$ cat config.mk
export PLATFORM = sky130hd
export DESIGN_NAME = cfg_seq_ctrl
export DESIGN_NICKNAME = d
export VERILOG_FILES = /design/src/rtl/cfg_seq_pkg.sv /design/src/rtl/cfg_mode_lut.sv /design/src/rtl/cfg_dclk_counter.sv /design/src/rtl/cfg_data_port.sv /design/src/rtl/cfg_phase_fsm.sv /design/src/rtl/cfg_seq_ctrl.sv
export SDC_FILE = /design/constraint.sdc
export NUM_CORES = 1
export LEC_CHECK = 0
export ABC_AREA = 0
export BUFFER_PORTS_ARGS = -buffer_cell sky130_fd_sc_hd__buf_2
export CAP_MARGIN = 5
export CORE_MARGIN = 4
export CORE_UTILIZATION = 48
export DETAILED_ROUTE_END_ITERATION = 8
export MAX_ROUTING_LAYER = met4
export PLACE_DENSITY = 0.81
export SLEW_MARGIN = 40
export SYNTH_ARGS = -nofsm -noshare
export SYNTH_HDL_FRONTEND = slang
export SYNTH_SLANG_ARGS = --single-unit
$ cat constraint.sdc
create_clock -name clk -period 3.67 [get_ports clk]
set_clock_uncertainty 0.15 [all_clocks]
set_input_delay 0.367 -clock clk [delete_from_list [all_inputs] [get_ports clk]]
set_output_delay 0.367 -clock clk [all_outputs]
set_load 0.02 [all_outputs]
$ cat src/rtl/cfg_seq_pkg.sv
package cfg_seq_pkg;

    typedef enum logic [2:0] {
        PH_POWERUP = 3'd0,
        PH_RESET   = 3'd1,
        PH_CONFIG  = 3'd2,
        PH_INIT    = 3'd3,
        PH_USER    = 3'd4,
        PH_UNKNOWN = 3'd5
    } phase_e;

    // control word fields, packed from high to low
    typedef struct packed {
        logic       width32;
        logic       dpath_en;
        logic [1:0] ratio;
        logic       pull;
        logic       chip_en_n;
        logic       enable;
    } ctrl_t;

    localparam logic [1:0] IDX_STATUS = 2'd0;
    localparam logic [1:0] IDX_CTRL   = 2'd1;
    localparam logic [1:0] IDX_DCOUNT = 2'd2;
    localparam logic [1:0] IDX_DSTAT  = 2'd3;

endpackage

$ cat src/rtl/cfg_mode_lut.sv
module cfg_mode_lut #(
    parameter int RATIO_W = 2
) (
    input  logic [1:0]         rate_sel,
    input  logic               family,
    input  logic               upper_set,
    output logic               mode_ok,
    output logic [RATIO_W-1:0] ratio_log2,
    output logic               width32
);
    always_comb begin
        mode_ok    = !upper_set && (rate_sel != 2'b11);
        width32    = family;
        ratio_log2 = '0;
        if (mode_ok) begin
            case (rate_sel)
                2'd1:    ratio_log2 = family ? RATIO_W'(2) : RATIO_W'(1);
                2'd2:    ratio_log2 = family ? RATIO_W'(3) : RATIO_W'(2);
                default: ratio_log2 = '0;
            endcase
        end
    end
endmodule

$ cat src/rtl/cfg_dclk_counter.sv
module cfg_dclk_counter #(
    parameter int CNT_W = 32
) (
    input  logic             clk,
    input  logic             rst_n,
    input  logic             load,
    input  logic [CNT_W-1:0] load_val,
    input  logic             clr_done,
    output logic [CNT_W-1:0] remain,
    output logic             done,
    output logic             expire
);
    typedef struct packed {
        logic [CNT_W-1:0] cnt;
        logic             done;
    } dclk_state_t;

    dclk_state_t s_d, s_q;

    always_comb begin
        s_d    = s_q;
        expire = (s_q.cnt == CNT_W'(1)) && !load;
        if (load) begin
            s_d.cnt = load_val;
        end else if (s_q.cnt != '0) begin
            s_d.cnt = s_q.cnt - CNT_W'(1);
        end
        if (expire) begin
            s_d.done = 1'b1;
        end else if (clr_done) begin
            s_d.done = 1'b0;
        end
    end

    always_ff @(posedge clk or negedge rst_n) begin
        if (!rst_n) s_q <= '0;
        else        s_q <= s_d;
    end

    assign remain = s_q.cnt;
    assign done   = s_q.done;

    AST_DONE_STICKY: assert property (@(posedge clk) disable iff (!rst_n)
        (s_q.done && !clr_done) |=> s_q.done);
    AST_COUNT_STEP: assert property (@(posedge clk) disable iff (!rst_n)
        (s_q.cnt != '0 && !load) |=> (s_q.cnt == $past(s_q.cnt) - CNT_W'(1)));
endmodule

$ cat src/rtl/cfg_data_port.sv
module cfg_data_port #(
    parameter int DATA_W  = 32,
    parameter int RATIO_W = 2
) (
    input  logic               clk,
    input  logic               rst_n,
    input  logic               data_wr,
    input  logic [DATA_W-1:0]  data_wdata,
    input  logic               dpath_en,
    input  logic [RATIO_W-1:0] ratio_log2,
    input  logic               width32,
    output logic               data_accept,
    output logic [DATA_W-1:0]  cfg_word
);
    localparam int SPAN_W = (1 << RATIO_W) - 1;
    localparam int HALF_W = DATA_W / 2;

    typedef struct packed {
        logic [SPAN_W-1:0] cnt;
    } port_state_t;

    port_state_t       s_d, s_q;
    logic [SPAN_W-1:0] limit;
    logic              busy;

    always_comb begin
        limit = '0;
        for (int k = 0; k < SPAN_W; k++) begin
            if (k < int'(ratio_log2)) limit[k] = 1'b1;
        end
    end

    always_comb begin
        s_d         = s_q;
        busy        = data_wr && dpath_en;
        data_accept = busy && (s_q.cnt == limit);
        if (!busy || data_accept) s_d.cnt = '0;
        else                      s_d.cnt = s_q.cnt + SPAN_W'(1);
    end

    always_ff @(posedge clk or negedge rst_n) begin
        if (!rst_n) s_q <= '0;
        else        s_q <= s_d;
    end

    generate
        if (HALF_W > 0) begin : g_mask
            always_comb begin
                cfg_word = data_wdata;
                if (!width32) cfg_word[DATA_W-1:HALF_W] = '0;
            end
        end else begin : g_pass
            assign cfg_word = data_wdata;
        end
    endgenerate

    AST_ACCEPT_SPACING: assert property (@(posedge clk) disable iff (!rst_n)
        (data_accept && ratio_log2 != '0) |=> (!data_accept || ratio_log2 == '0));
endmodule

$ cat src/rtl/cfg_phase_fsm.sv
module cfg_phase_fsm
    import cfg_seq_pkg::*;
(
    input  logic   clk,
    input  logic   rst_n,
    input  logic   power_good,
    input  logic   enable,
    input  logic   pull,
    input  logic   mode_ok,
    input  logic   done_in,
    input  logic   nstatus_in,
    input  logic   dclk_expire,
    output phase_e phase,
    output logic   bad_mode
);
    typedef struct packed {
        phase_e phase;
        logic   bad_mode;
    } fsm_state_t;

    fsm_state_t s_d, s_q;

    always_comb begin
        s_d = s_q;
        if (s_q.phase == PH_RESET && !mode_ok) s_d.bad_mode = 1'b1;
        if (!power_good) begin
            s_d.phase = PH_POWERUP;
        end else if (enable && pull) begin
            s_d.phase = PH_RESET;
        end else begin
            case (s_q.phase)
                PH_RESET:  if (enable && mode_ok) s_d.phase = PH_CONFIG;
                PH_CONFIG: begin
                    if (done_in && nstatus_in)        s_d.phase = PH_INIT;
                    else if (!done_in && !nstatus_in) s_d.phase = PH_UNKNOWN;
                end
                PH_INIT:   if (dclk_expire) s_d.phase = PH_USER;
                default:   s_d.phase = s_q.phase;
            endcase
        end
    end

    always_ff @(posedge clk or negedge rst_n) begin
        if (!rst_n) s_q <= '{phase: PH_POWERUP, bad_mode: 1'b0};
        else        s_q <= s_d;
    end

    assign phase    = s_q.phase;
    assign bad_mode = s_q.bad_mode;

    AST_POWER_GATE: assert property (@(posedge clk) disable iff (!rst_n)
        !power_good |=> (s_q.phase == PH_POWERUP));
    AST_PULL_RESET: assert property (@(posedge clk) disable iff (!rst_n)
        (power_good && enable && pull) |=> (s_q.phase == PH_RESET));
    AST_BAD_MODE_HOLD: assert property (@(posedge clk) disable iff (!rst_n)
        (s_q.phase == PH_RESET && !mode_ok) |=> (s_q.phase != PH_CONFIG));
    AST_BAD_MODE_STICKY: assert property (@(posedge clk) disable iff (!rst_n)
        s_q.bad_mode |=> s_q.bad_mode);
    AST_USER_ENTRY: assert property (@(posedge clk) disable iff (!rst_n)
        (s_q.phase != PH_USER) |=> (s_q.phase != PH_USER || $past(s_q.phase) == PH_INIT));
endmodule

$ cat src/rtl/cfg_seq_ctrl.sv
module cfg_seq_ctrl
    import cfg_seq_pkg::*;
#(
    parameter int DATA_W  = 32,
    parameter int MSEL_W  = 5,
    parameter int CNT_W   = 32,
    parameter int RATIO_W = 2
) (
    input  logic              clk,
    input  logic              rst_n,
    input  logic              power_good,
    input  logic [MSEL_W-1:0] msel_pins,
    input  logic              done_in,
    input  logic              nstatus_in,
    input  logic              reg_wr,
    input  logic [1:0]        reg_idx,
    input  logic [DATA_W-1:0] reg_wdata,
    output logic [DATA_W-1:0] reg_rdata,
    input  logic              data_wr,
    input  logic [DATA_W-1:0] data_wdata,
    output logic              data_accept,
    output logic [DATA_W-1:0] cfg_word,
    output logic              cfg_pull,
    output logic              chip_en_n,
    output logic              dclk_active
);
    localparam int CTRL_W = 10;

    typedef struct packed {
        ctrl_t             ctrl;
        logic [MSEL_W-1:0] msel;
    } top_state_t;

    top_state_t         s_d, s_q;
    logic               mode_ok;
    logic [RATIO_W-1:0] ratio_log2;
    logic               width32;
    logic [CNT_W-1:0]   remain;
    logic               dclk_done;
    logic               dclk_expire;
    phase_e             phase;
    logic               bad_mode;
    logic               ctrl_wr;
    logic [CTRL_W-1:0]  ctrl_word;

    always_comb begin
        s_d      = s_q;
        s_d.msel = msel_pins;
        ctrl_wr  = reg_wr && (reg_idx == IDX_CTRL);
        if (ctrl_wr) begin
            s_d.ctrl.enable    = reg_wdata[0];
            s_d.ctrl.chip_en_n = reg_wdata[1];
            s_d.ctrl.pull      = reg_wdata[2];
            s_d.ctrl.ratio     = reg_wdata[7:6];
            s_d.ctrl.dpath_en  = reg_wdata[8];
            s_d.ctrl.width32   = reg_wdata[9];
        end
    end

    always_ff @(posedge clk or negedge rst_n) begin
        if (!rst_n) s_q <= '0;
        else        s_q <= s_d;
    end

    cfg_mode_lut #(.RATIO_W(RATIO_W)) u_lut (
        .rate_sel   (s_q.msel[1:0]),
        .family     (s_q.msel[3]),
        .upper_set  (|(s_q.msel >> 4)),
        .mode_ok    (mode_ok),
        .ratio_log2 (ratio_log2),
        .width32    (width32)
    );

    cfg_dclk_counter #(.CNT_W(CNT_W)) u_dclk (
        .clk      (clk),
        .rst_n    (rst_n),
        .load     (reg_wr && (reg_idx == IDX_DCOUNT)),
        .load_val (CNT_W'(reg_wdata)),
        .clr_done (reg_wr && (reg_idx == IDX_DSTAT) && reg_wdata[0]),
        .remain   (remain),
        .done     (dclk_done),
        .expire   (dclk_expire)
    );

    cfg_phase_fsm u_fsm (
        .clk         (clk),
        .rst_n       (rst_n),
        .power_good  (power_good),
        .enable      (s_q.ctrl.enable),
        .pull        (s_q.ctrl.pull),
        .mode_ok     (mode_ok),
        .done_in     (done_in),
        .nstatus_in  (nstatus_in),
        .dclk_expire (dclk_expire),
        .phase       (phase),
        .bad_mode    (bad_mode)
    );

    cfg_data_port #(.DATA_W(DATA_W), .RATIO_W(RATIO_W)) u_port (
        .clk         (clk),
        .rst_n       (rst_n),
        .data_wr     (data_wr),
        .data_wdata  (data_wdata),
        .dpath_en    (s_q.ctrl.dpath_en),
        .ratio_log2  (ratio_log2),
        .width32     (width32),
        .data_accept (data_accept),
        .cfg_word    (cfg_word)
    );

    assign ctrl_word = {s_q.ctrl.width32, s_q.ctrl.dpath_en, s_q.ctrl.ratio, 3'b000,
                        s_q.ctrl.pull, s_q.ctrl.chip_en_n, s_q.ctrl.enable};

    always_comb begin
        case (reg_idx)
            IDX_STATUS: reg_rdata = DATA_W'({bad_mode, s_q.msel, phase});
            IDX_CTRL:   reg_rdata = DATA_W'(ctrl_word);
            IDX_DCOUNT: reg_rdata = DATA_W'(remain);
            default:    reg_rdata = DATA_W'(dclk_done);
        endcase
    end

    assign cfg_pull    = s_q.ctrl.enable && s_q.ctrl.pull;
    assign chip_en_n   = s_q.ctrl.chip_en_n;
    assign dclk_active = (remain != '0);

    AST_GATED_PORT: assert property (@(posedge clk) disable iff (!rst_n)
        (ctrl_wr && !reg_wdata[8]) |=> !data_accept);
endmodule

==> impl_metrics.yaml <==
clock_network:
  post_cts_buffers: 0
  clockRootBuffer: "clkbuf_8"
  cts.clk_slew.worst_paths_ns: 0.10
  clkSinkCount: 52
  insertion_delay_ns: 0.31
  ctsHoldBuffers: 5
  ctsResizeCount: 0
  cts_buffer_depth: 2
  numCtsBuffers: 5
  tritoncts: "done"
  h-tree-depth: 2
power_and_ir_drop:
  finalPower_mw: 1.70
  p_leak_nw: 1.86
  vdd_drop_max_v: 0.000188
  pwr-share-seq: 0.490
  p_sw_mw: 0.633
  combPwrFrac: 0.306
  pwr-share-clk: 0.204
  power_density_nw_per_um2: 416
  internal_power_mw: 1.07
  swShare: 0.372
timing:
  hold_viol: 0
  fmax_ghz: 0.287
  holdWs_ns: 0.109
  setup_viol: 0
  post-route-min-period_ns: 3.48
  worst_pin_slew_ns: 0.700
  setup_ws_ns: 0.188
  tns_ns: 0
  rsz0062_at_grt: "false"
  fin_crit_sh: 0.949
  drv_slew: 0
  maxSlewHeadroom: 0.533
job:
  maxCapViolCount: 0
detailed_routing:
  drt_iter0_drc: 201
  via_count: 3155
  ant_nets: 0
  avgRoutedWirePerCell_um: 15.7
  first_pass_iters: 4
  routed_wl_um: 9180
  viasPerCell: 5.41
  drcViolationCount: 0
die:
  die_area_um2: 8480
  fp.dieH_um: 92.1
  pin_count: 146
  start_util: 0.497
  core_area_um2: 6830
  die_w_um: 92.1
  rows: 30
grt:
  grt_overflow: 0
  grt_first_pass_wirelength_um: 14900
  antenna_found_initial: 0
  grt_pass1_vias: 3156
  grt_max_degree: 49
  track_usage: 0.220
yosys:
  synth_nets: 472
  syn_area_per_cell_um2: 8.74
  async_flop_share: 1.00
  ys.flop_type: "dfrtp_1"
  synth_area_um2: 3390
  yosysSeqAreaShare: 0.384
  synth_area_leader_cell: "dfrtp_1"
  ys_types: 45
  synth_top_area_frac: 0.384
  synth-seq-cells: 52
  yosys_warnings: 0
  synth_edf_count: 0
  syn_inst: 388
  synth_area_leaders: "dfrtp_1 38%, and2_1 7.2%, xnor2_1 5.9%, nand2_1 4.3%, buf_4 3.8%"
worst_setup_path:
  end_kind: "primary output"
  worstPathRequired_ns: 3.15
  critPathLaunchType: "flip-flop"
  path_max_fanout: 16
  cp.arrival_ns: 2.96
  path_class: "reg2out"
layout:
  drive_gt1_frac: 0.302
  n_antenna_cell: 0
  fin_area_um2: 4090
  final_cell_mix: "112 x buf_2, 52 x dfrtp_1, 39 x and2_1, 39 x nand2_1, 31 x nor2_1"
  utilization: 0.599
  syn2layout_area_growth_pct: 20.5
  final_common_cell: "buf_2"
  finalNonFillerCells: 583
  nNetsFinal: 570
hold_path:
  hold_class: "in2reg"
placement:
  port_buffers: 113
  dp_cells: 569
  hpwl_um: 6870
  postPlaceCellArea_um2: 3940
  place_ws_ns: 0.500
  gp_congestion: 0.896
status:
  status: "complete, no violations"
[cell families after synthesis]
kind of cell	count (synthesis)	share of synthesized area
xor gates and xnor gates	25	0.0646
muxes	18	0.0598
DFF	52	0.384
buffers and inverters	46	0.0705
and+or+nand+nor	183	0.297
AOI/OAI and AO/OA	58	0.102
adders and majority gates	6	0.0221
[final cells by class]
cell class,instances,area [um2]
Fill cell,615,2740
Clock buffer,7,86.3
Clock inverter,1,7.51
Inverter,11,41.3
Timing Repair Buffer,126,681
Tap cell,96,120
Multi-Input combinational cell,290,1850
Sequential cell,52,1300
[path summary, 6_finish.rpt]
| kind | startpoint | endpoint | slack, ns | cells after the start |
|---|---|---|---|---|
| min in group asynchronous | rst_n | u_dclk.remain[31] | 0.46 | 2 |
| hold reg to reg | u_fsm.bad_mode | u_fsm.bad_mode | 0.33 | 2 |
| hold / removal | reg_wdata[31] | u_dclk.remain[31] | 0.11 | 3 |
| setup reg to reg | u_dclk.remain[0] | u_dclk.remain[23] | 0.46 | 9 |
| max in group asynchronous | rst_n | u_port.s_q[2] | 2.38 | 3 |
| setup / recovery | u_dclk.remain[0] | dclk_active | 0.19 | 7 |
[metal layers]
metal  vias up  part of all wire  GRT usage
met5         -                 0          -
met4         0             0.018     0.0755
met3        14             0.055     0.0304
met2       113              0.50      0.355
met1      1500              0.43      0.285
li1       1528                 -          -
[state kept, by name, summed over array words and instances (netlist names)]
signal,cells
u_fsm.bad_mode,1
s_q,5
ctrl_word,6
u_dclk.remain,32
u_dclk.done,1
chip_en_n,1
u_fsm.phase,3
u_port.s_q,3
[critical path: stages (launching register included)]
cell and delay, ns:
dfrtp_1 0.44, inv_1 0.11, ha_1 0.20, or3b_1 0.46, or4_4 0.54, nor3_4 0.56
inv_1 0.14, buf_2 0.20
[synth_stat cells, drive strengths merged (7+ instances only)]
library cell   n
or3           15
nor2          31
o31ai          7
nor4          12
dfrtp         52
nor3          17
inv           11
buf           21
clkbuf        14
or4            8
o21ai         23
xnor2         23
nand2         39
and2          39
mux2i          9
a21oi         14
mux2           8
[power by group through the flow]
stage          logic [mW]  clock network, mW  registers [mW]
2_1_floorplan       0.398                  0           0.789
3_3_place_gp        0.496                  0           0.829
3_5_place_dp        0.514                  0           0.838
4_1_cts             0.523              0.354           0.828
5_1_grt             0.575              0.374           0.846
6_report            0.522              0.347           0.833
(Power assumes the default switching activity.)
